$ cat src/rtl/fetch_buffer_pkg.sv
package fetch_buffer_pkg;

  // Instruction word size in bytes; the buffer is addressed in these units.
  localparam int INST_BYTES = 4;

  // Strobes from control to datapath.
  typedef struct packed {
    logic tagWr;   // capture request address as the thread's tag
    logic fillWr;  // write response data into the thread's buffer
  } dpStrobeT;

endpackage

$ cat src/rtl/fetch_buffer_ctrl.sv
module fetch_buffer_ctrl
  import fetch_buffer_pkg::*;
#(
  parameter int NT          = 2,
  parameter int ADDR_W      = 32,
  parameter int BUF_BYTES   = 64,
  parameter int FETCH_WIDTH = 8,
  localparam int TID_W   = (NT > 1) ? $clog2(NT) : 1,
  localparam int WORDS   = BUF_BYTES / INST_BYTES,
  localparam int SEG_LSB = $clog2(BUF_BYTES),
  localparam int OFF_W   = SEG_LSB - 2,
  localparam int CNT_W   = $clog2(FETCH_WIDTH + 1)
) (
  input  logic              clk,
  input  logic              rst,
  input  logic              fetchValid,
  input  logic [TID_W-1:0]  fetchTid,
  input  logic [ADDR_W-1:0] fetchAddr,
  input  logic [NT-1:0]     xlatWait,
  input  logic              redirect,
  input  logic [TID_W-1:0]  redirectTid,
  input  logic              memReqReady,
  input  logic              memRspValid,
  input  logic [TID_W-1:0]  memRspTid,
  input  logic [ADDR_W-1:0] selPc,
  output logic              memReqValid,
  output logic [ADDR_W-1:0] memReqAddr,
  output logic [TID_W-1:0]  memReqTid,
  output logic [CNT_W-1:0]  instCount,
  output logic [OFF_W-1:0]  wordOff,
  output dpStrobeT          strobe
);

  localparam logic [ADDR_W-1:0] SEG_MASK = ADDR_W'(BUF_BYTES - 1);

  logic [NT-1:0] validQ;
  logic [NT-1:0] pendQ;
  logic [NT-1:0] staleQ;

  logic [ADDR_W-1:0] alignFetch;
  logic [ADDR_W-1:0] nextAddr;
  logic [ADDR_W-1:0] alignNext;
  logic [OFF_W:0]    room;
  logic              hit;
  logic              early;
  logic              want;
  logic              blocked;
  logic              accept;
  logic              rspLive;
  logic              rspDrop;

  assign alignFetch = fetchAddr & ~SEG_MASK;
  assign wordOff    = fetchAddr[SEG_LSB-1:2];
  assign hit        = fetchValid && validQ[fetchTid] && (alignFetch == selPc);
  assign room       = (OFF_W+1)'(WORDS) - {1'b0, wordOff};

  always_comb begin
    instCount = '0;
    if (hit) begin
      if (int'(room) > FETCH_WIDTH) instCount = CNT_W'(FETCH_WIDTH);
      else                          instCount = CNT_W'(room);
    end
  end

  assign nextAddr  = fetchAddr + (ADDR_W'(instCount) << 2);
  assign alignNext = nextAddr & ~SEG_MASK;
  assign early     = hit && (alignNext != selPc);
  assign want      = (fetchValid && !hit) || early;
  assign blocked   = pendQ[fetchTid] || xlatWait[fetchTid];

  assign memReqValid = want && !blocked;
  assign memReqAddr  = hit ? alignNext : alignFetch;
  assign memReqTid   = fetchTid;

  assign accept  = memReqValid && memReqReady;
  assign rspLive = memRspValid && pendQ[memRspTid];
  assign rspDrop = staleQ[memRspTid] || (redirect && (redirectTid == memRspTid));

  assign strobe.tagWr  = accept;
  assign strobe.fillWr = rspLive && !rspDrop;

  for (genvar t = 0; t < NT; t++) begin : gThread
    always_ff @(posedge clk) begin
      if (rst) begin
        validQ[t] <= 1'b0;
        pendQ[t]  <= 1'b0;
        staleQ[t] <= 1'b0;
      end else if (accept && (fetchTid == TID_W'(t))) begin
        validQ[t] <= 1'b0;
        pendQ[t]  <= 1'b1;
        staleQ[t] <= 1'b0;
      end else begin
        if (rspLive && (memRspTid == TID_W'(t))) begin
          pendQ[t] <= 1'b0;
          if (!rspDrop) validQ[t] <= 1'b1;
        end
        if (redirect && (redirectTid == TID_W'(t)) && pendQ[t])
          staleQ[t] <= 1'b1;
      end
    end
  end

endmodule

$ cat src/rtl/fetch_buffer_dp.sv
module fetch_buffer_dp
  import fetch_buffer_pkg::*;
#(
  parameter int NT          = 2,
  parameter int ADDR_W      = 32,
  parameter int BUF_BYTES   = 64,
  parameter int FETCH_WIDTH = 8,
  localparam int TID_W   = (NT > 1) ? $clog2(NT) : 1,
  localparam int WORDS   = BUF_BYTES / INST_BYTES,
  localparam int SEG_LSB = $clog2(BUF_BYTES),
  localparam int OFF_W   = SEG_LSB - 2,
  localparam int CNT_W   = $clog2(FETCH_WIDTH + 1)
) (
  input  logic                     clk,
  input  logic                     rst,
  input  dpStrobeT                 strobe,
  input  logic [TID_W-1:0]         reqTid,
  input  logic [ADDR_W-1:0]        reqAddr,
  input  logic [TID_W-1:0]         rspTid,
  input  logic [BUF_BYTES*8-1:0]   rspData,
  input  logic [TID_W-1:0]         selTid,
  input  logic [OFF_W-1:0]         wordOff,
  input  logic [CNT_W-1:0]         instCount,
  output logic [ADDR_W-1:0]        selPc,
  output logic [FETCH_WIDTH*32-1:0] instWords
);

  logic [ADDR_W-1:0] bufPc    [NT];
  logic [31:0]       bufWords [NT][WORDS];

  for (genvar t = 0; t < NT; t++) begin : gTag
    always_ff @(posedge clk) begin
      if (rst)                                           bufPc[t] <= '0;
      else if (strobe.tagWr && (reqTid == TID_W'(t)))    bufPc[t] <= reqAddr;
    end

    for (genvar w = 0; w < WORDS; w++) begin : gWord
      always_ff @(posedge clk) begin
        if (strobe.fillWr && (rspTid == TID_W'(t)))
          bufWords[t][w] <= rspData[w*32 +: 32];
      end
    end
  end

  assign selPc = bufPc[selTid];

  for (genvar k = 0; k < FETCH_WIDTH; k++) begin : gLane
    logic [OFF_W:0] idx;
    assign idx = {1'b0, wordOff} + (OFF_W+1)'(k);
    assign instWords[k*32 +: 32] =
      (CNT_W'(k) < instCount) ? bufWords[selTid][idx[OFF_W-1:0]] : 32'h0;
  end

endmodule

$ cat src/rtl/fetch_buffer.sv
module fetch_buffer
  import fetch_buffer_pkg::*;
#(
  parameter int NT          = 2,
  parameter int ADDR_W      = 32,
  parameter int BUF_BYTES   = 64,
  parameter int LINE_BYTES  = 64,
  parameter int FETCH_WIDTH = 8,
  localparam int TID_W   = (NT > 1) ? $clog2(NT) : 1,
  localparam int SEG_LSB = $clog2(BUF_BYTES),
  localparam int OFF_W   = SEG_LSB - 2,
  localparam int CNT_W   = $clog2(FETCH_WIDTH + 1),
  localparam int LEN_W   = SEG_LSB + 1
) (
  input  logic                      clk,
  input  logic                      rst,
  input  logic                      fetchValid,
  input  logic [TID_W-1:0]          fetchTid,
  input  logic [ADDR_W-1:0]         fetchAddr,
  input  logic [NT-1:0]             xlatWait,
  input  logic                      redirect,
  input  logic [TID_W-1:0]          redirectTid,
  output logic                      memReqValid,
  input  logic                      memReqReady,
  output logic [TID_W-1:0]          memReqTid,
  output logic [ADDR_W-1:0]         memReqAddr,
  output logic [LEN_W-1:0]          memReqLen,
  input  logic                      memRspValid,
  input  logic [TID_W-1:0]          memRspTid,
  input  logic [BUF_BYTES*8-1:0]    memRspData,
  output logic [CNT_W-1:0]          instCount,
  output logic [FETCH_WIDTH*32-1:0] instWords
);

  if (BUF_BYTES < 8 || (BUF_BYTES & (BUF_BYTES - 1)) != 0 ||
      BUF_BYTES > LINE_BYTES || (LINE_BYTES % BUF_BYTES) != 0) begin : gBadCfg
    $error("fetch_buffer: segment size must be a power of two >= 8 dividing the line size");
  end

  dpStrobeT          strobe;
  logic [ADDR_W-1:0] selPc;
  logic [OFF_W-1:0]  wordOff;

  assign memReqLen = LEN_W'(BUF_BYTES);

  fetch_buffer_ctrl #(
    .NT(NT), .ADDR_W(ADDR_W), .BUF_BYTES(BUF_BYTES), .FETCH_WIDTH(FETCH_WIDTH)
  ) uCtrl (
    .clk(clk), .rst(rst),
    .fetchValid(fetchValid), .fetchTid(fetchTid), .fetchAddr(fetchAddr),
    .xlatWait(xlatWait), .redirect(redirect), .redirectTid(redirectTid),
    .memReqReady(memReqReady), .memRspValid(memRspValid), .memRspTid(memRspTid),
    .selPc(selPc),
    .memReqValid(memReqValid), .memReqAddr(memReqAddr), .memReqTid(memReqTid),
    .instCount(instCount), .wordOff(wordOff), .strobe(strobe)
  );

  fetch_buffer_dp #(
    .NT(NT), .ADDR_W(ADDR_W), .BUF_BYTES(BUF_BYTES), .FETCH_WIDTH(FETCH_WIDTH)
  ) uDp (
    .clk(clk), .rst(rst), .strobe(strobe),
    .reqTid(memReqTid), .reqAddr(memReqAddr),
    .rspTid(memRspTid), .rspData(memRspData),
    .selTid(fetchTid), .wordOff(wordOff), .instCount(instCount),
    .selPc(selPc), .instWords(instWords)
  );

endmodule

$ cat config.mk
export PLATFORM = sky130hd
export DESIGN_NAME = fetch_buffer
export DESIGN_NICKNAME = d
export VERILOG_FILES = /design/src/rtl/fetch_buffer_pkg.sv /design/src/rtl/fetch_buffer_ctrl.sv /design/src/rtl/fetch_buffer_dp.sv /design/src/rtl/fetch_buffer.sv
export SDC_FILE = /design/constraint.sdc
export NUM_CORES = 2
export LEC_CHECK = 0
export BUFFER_PORTS_ARGS = -buffer_cell sky130_fd_sc_hd__buf_4
export CAP_MARGIN = 40
export CELL_PAD_IN_SITES_DETAIL_PLACEMENT = 0
export CELL_PAD_IN_SITES_GLOBAL_PLACEMENT = 1
export CORE_ASPECT_RATIO = 1.2
export CORE_UTILIZATION = 45
export CTS_CLUSTER_SIZE = 30
export DETAILED_ROUTE_END_ITERATION = 10
export PLACE_DENSITY = 0.83
export SLEW_MARGIN = 20
export SYNTH_ARGS = -nofsm -noshare
export SYNTH_HDL_FRONTEND = slang
export SYNTH_SLANG_ARGS = --single-unit
$ cat constraint.sdc
create_clock -name clk -period 167.6 [get_ports clk]
set_input_delay 33.52 -clock clk [delete_from_list [all_inputs] [get_ports clk]]
set_output_delay 33.52 -clock clk [all_outputs]
set_load 0.01 [all_outputs]
==> metrics.md <==
| Metric | Value |
|---|---|
| VDD IR max | 0.00882 mV |
| First-pass GRT wire length | 279000 um |
| RSZ-0062 raised after global routing | false |
| WP buf/inv | 6 |
| Max_slew headroom | 7.81% |
| Final number of hold-violating endpoints | 0 |
| Final setup margin | 94.29 ns |
| EDFF count, synth | 1076 |
| Most common cell after layout, fill and taps aside | edfxtp_1 |
| # hold bufs at CTS | 0 |
| Routed WL per cell | 34.1 um |
| Die Width | 334 um |
| Mapped Area | 59500 um2 |
| Worst-path cell chain | buf_8 -> buf_12 -> mux2i_1 -> xnor2_1 -> nor4_4 -> and3_1 -> and2_1 -> nand2_4 -> buf_12 -> inv_1 -> ha_1 -> nor3_1 -> a2111oi_0 -> nand4_1 -> nor3_1 -> xnor2_1 -> inv_1 -> buf_4 |
| Sink Count | 1082 |
| Die area | 134000 um2 |
| Post-Route WL | 200000 um |
| Die height | 400 um |
| PostCTS Resize Cnt | 0 |
| PortBufs | 840 |
| Worst Setup End Kind | output pin |
| Critical Path Fanout Max | 119 |
| GPL Wtd Cong | 0.948 |
| Max stage delay on crit path | 0.75 ns |
| Commonest non-fill, non-tap cells in the layout | edfxtp_1 (1076), buf_4 (897), mux4_2 (768) |
| Antenna-violating nets left | 0 |
| CTS tree | yes |
| Combinational share of power | 15.1% |
| DRC | 0 |
| Post CTS Setup Buffer Count | 0 |
| Grt ovf | 0 |
| Share of power burned in registers | 46.0% |
| Actual slew at the worst max-slew pin | 1.38 ns |
| DR vias/cell | 6.63 |
| Main flop type after synthesis | edfxtp_1 |
| Root buf cell | clkbuf_16 |
| Critical Path Start Type | input port |
| Final Skew | 0.0362 ns |
| Clk_lat worst skew | 0.75 ns |
| Total Routing Usage GR | 29.4% |
| Post-DP HPWL | 143000 um |
| Synthesis-stage register bit count | 1082 |
| Total power per unit cell area | 9.07 nW/um2 |
| Max-Cap Viols | 0 |
| Crit. path cell count | 18 |
| Largest net degree at the start of global routing | 158 |
| Clock Power Share | 38.9% |
| NumNets Final | 4589 |
| Psw | 158 uW |
| Via count | 38800 |
| DR iter-0 viols | 4603 |
| Ports | 856 |
| Worst setup path class | input port to output pin |
| Setup TNS | 0 ns |
| Final clock period utilization by the worst path | 43.7% |
| CTS Buf Count | 113 |
| Initial antenna violation count | 70 |
| Pre-CTS WS | 94.22 ns |
| Slew Viols, Final | 0 |
| Leak | 25.9 nW |
| Post-layout util | 55.1% |
| Hold Path Depth | 2 |
| Vias in the first global route | 39100 |
| Pwr Total | 653 uW |
| Critical-path top delay cell | buf_12 |
| H-tree depth | 3 |
| Async set-reset flop share out of synthesis | 0% |
| Number of distinct library cells after synthesis | 54 |
| Switching Share | 24.2% |
| Sequential-to-total area share from yosys stat | 54.5% |
| Final Setup Violations | 0 |
| Drt pass-1 iters | 5 |
| Internal | 495 uW |
| CP top delay family | simple AND/OR/NAND/NOR gates |
| Synth warnings | 0 |
| Synth Instances | 3239 |
| CORE AREA | 131000 um2 |
| Tmin final | 73.31 ns |
| Hold crit path type | flip-flop to flip-flop |
| Reg2Reg Depth | 16 |
| Syn avg cell area | 18.4 um2 |
| Max Clk Rate | 0.0136 GHz |
| Worst path arrival time | 39.79 ns |
| Share of layout cells above drive strength 1 | 46.3% |
| Maximum clock insertion buffer count | 3 |
| Starting density of the core | 45.5% |
| Clock Pin Slew Worst Setup and Hold Paths | 0.06 ns |
| Rows | 145 |
| Status | finished, final reports clean |
| Data required, critical path | 134.08 ns |
| Area Overhead vs Synth | 21.1% |
==> metrics by stage <==
step / cells / cell area (um2) / hold slack [ns]
global route: 5848 / 72000 / 0.499
finish: 5860 / 72000 / 0.490
detailed placement: 5595 / 68100 / 0.480
global placement: 5565 / 67400 / 0.475
CTS: 5803 / 71800 / 0.491
floorplan: 3250 / 59500 / 0.463
==> per-layer routing <==
| metal | vias up | global-route usage (%) | share of wire [%] |
|---|---|---|---|
| met3 | 483 | 8.30 | 11 |
| met5 | - | 0 | 0.15 |
| met2 | 2579 | 47.4 | 49 |
| li1 | 15300 | - | - |
| met4 | 46 | 16.2 | 5.3 |
| met1 | 20400 | 35.8 | 34 |
==> registers in the layout, indices dropped and copies added (netlist names) <==
register / flops
uCtrl.pendQ: 2
uCtrl.staleQ: 2
uCtrl.validQ: 2
uDp.bufPc: 52
uDp.bufWords: 1024
==> tightest hold or removal path: stages (launching register included) <==
cell and delay [ns]:
dfxtp_1 0.31, nor2_1 0.10, nor3_1 0.04
==> power by group through the flow <==
stage               Clock (mW)  Sequential, mW  Combinational [mW]
floorplan                    0           0.310              0.0637
global placement             0           0.306              0.0946
detailed placement           0           0.306              0.0978
CTS                      0.257           0.300              0.0981
global route             0.267           0.301               0.103
finish                   0.254           0.301              0.0987
==> cells in the mapped netlist, types with 5 or more instances <==
library cell	count	area (um2)
dfxtp_1	6	120
nand4_1	12	75.1
ha_1	11	138
inv_1	32	120
or3_1	5	31.3
nor2_1	308	1160
edfxtp_1	1076	32300
nand3_1	9	45.0
a21oi_1	13	65.1
buf_2	69	345
and3_1	12	75.1
nor4_1	5	31.3
nand2_1	22	82.6
buf_6	9	101
nor3_1	19	95.1
buf_1	28	105
mux2i_1	538	5390
mux4_2	768	17300
xnor2_1	53	464
nor4_4	5	106
clkbuf_1	136	510
buf_4	37	278
o21ai_0	5	25.0
and4_1	7	61.3
==> kinds of logic after synthesis <==
group	count (synthesis)	share of synthesized area (%)
mux	1307	38.1
flops	1082	54.5
simple gates	432	3.41
buf+inv	314	2.47
xor+xnor	57	0.839
compound gates	34	0.372
fa+ha+maj	11	0.231
other cells	2	0.0126
==> final cells by class <==
cell class                      count  area (um2)
Fill cell                       10200       58600
Sequential cell                  1082       32400
Multi-Input combinational cell   1854       25800
Timing Repair Buffer              937        7670
Clock buffer                      135        2910
Tap cell                         1690        2110
Clock inverter                     73         805
Inverter                           35         144
Antenna cell                       54         135
==> final timing paths <==
| path | start | endpoint | slack (ns) |
|---|---|---|---|
| worst max-delay path | fetchTid | memReqAddr[27] | 94.29 |
| worst min register to register | uCtrl.validQ[1] | uCtrl.validQ[1] | 0.49 |
| worst max register to register | uDp.bufPc[1][13] | uDp.bufPc[1][31] | 162.00 |
| worst min-delay path | uCtrl.validQ[1] | uCtrl.validQ[1] | 0.49 |
(Power assumes the default switching activity.)
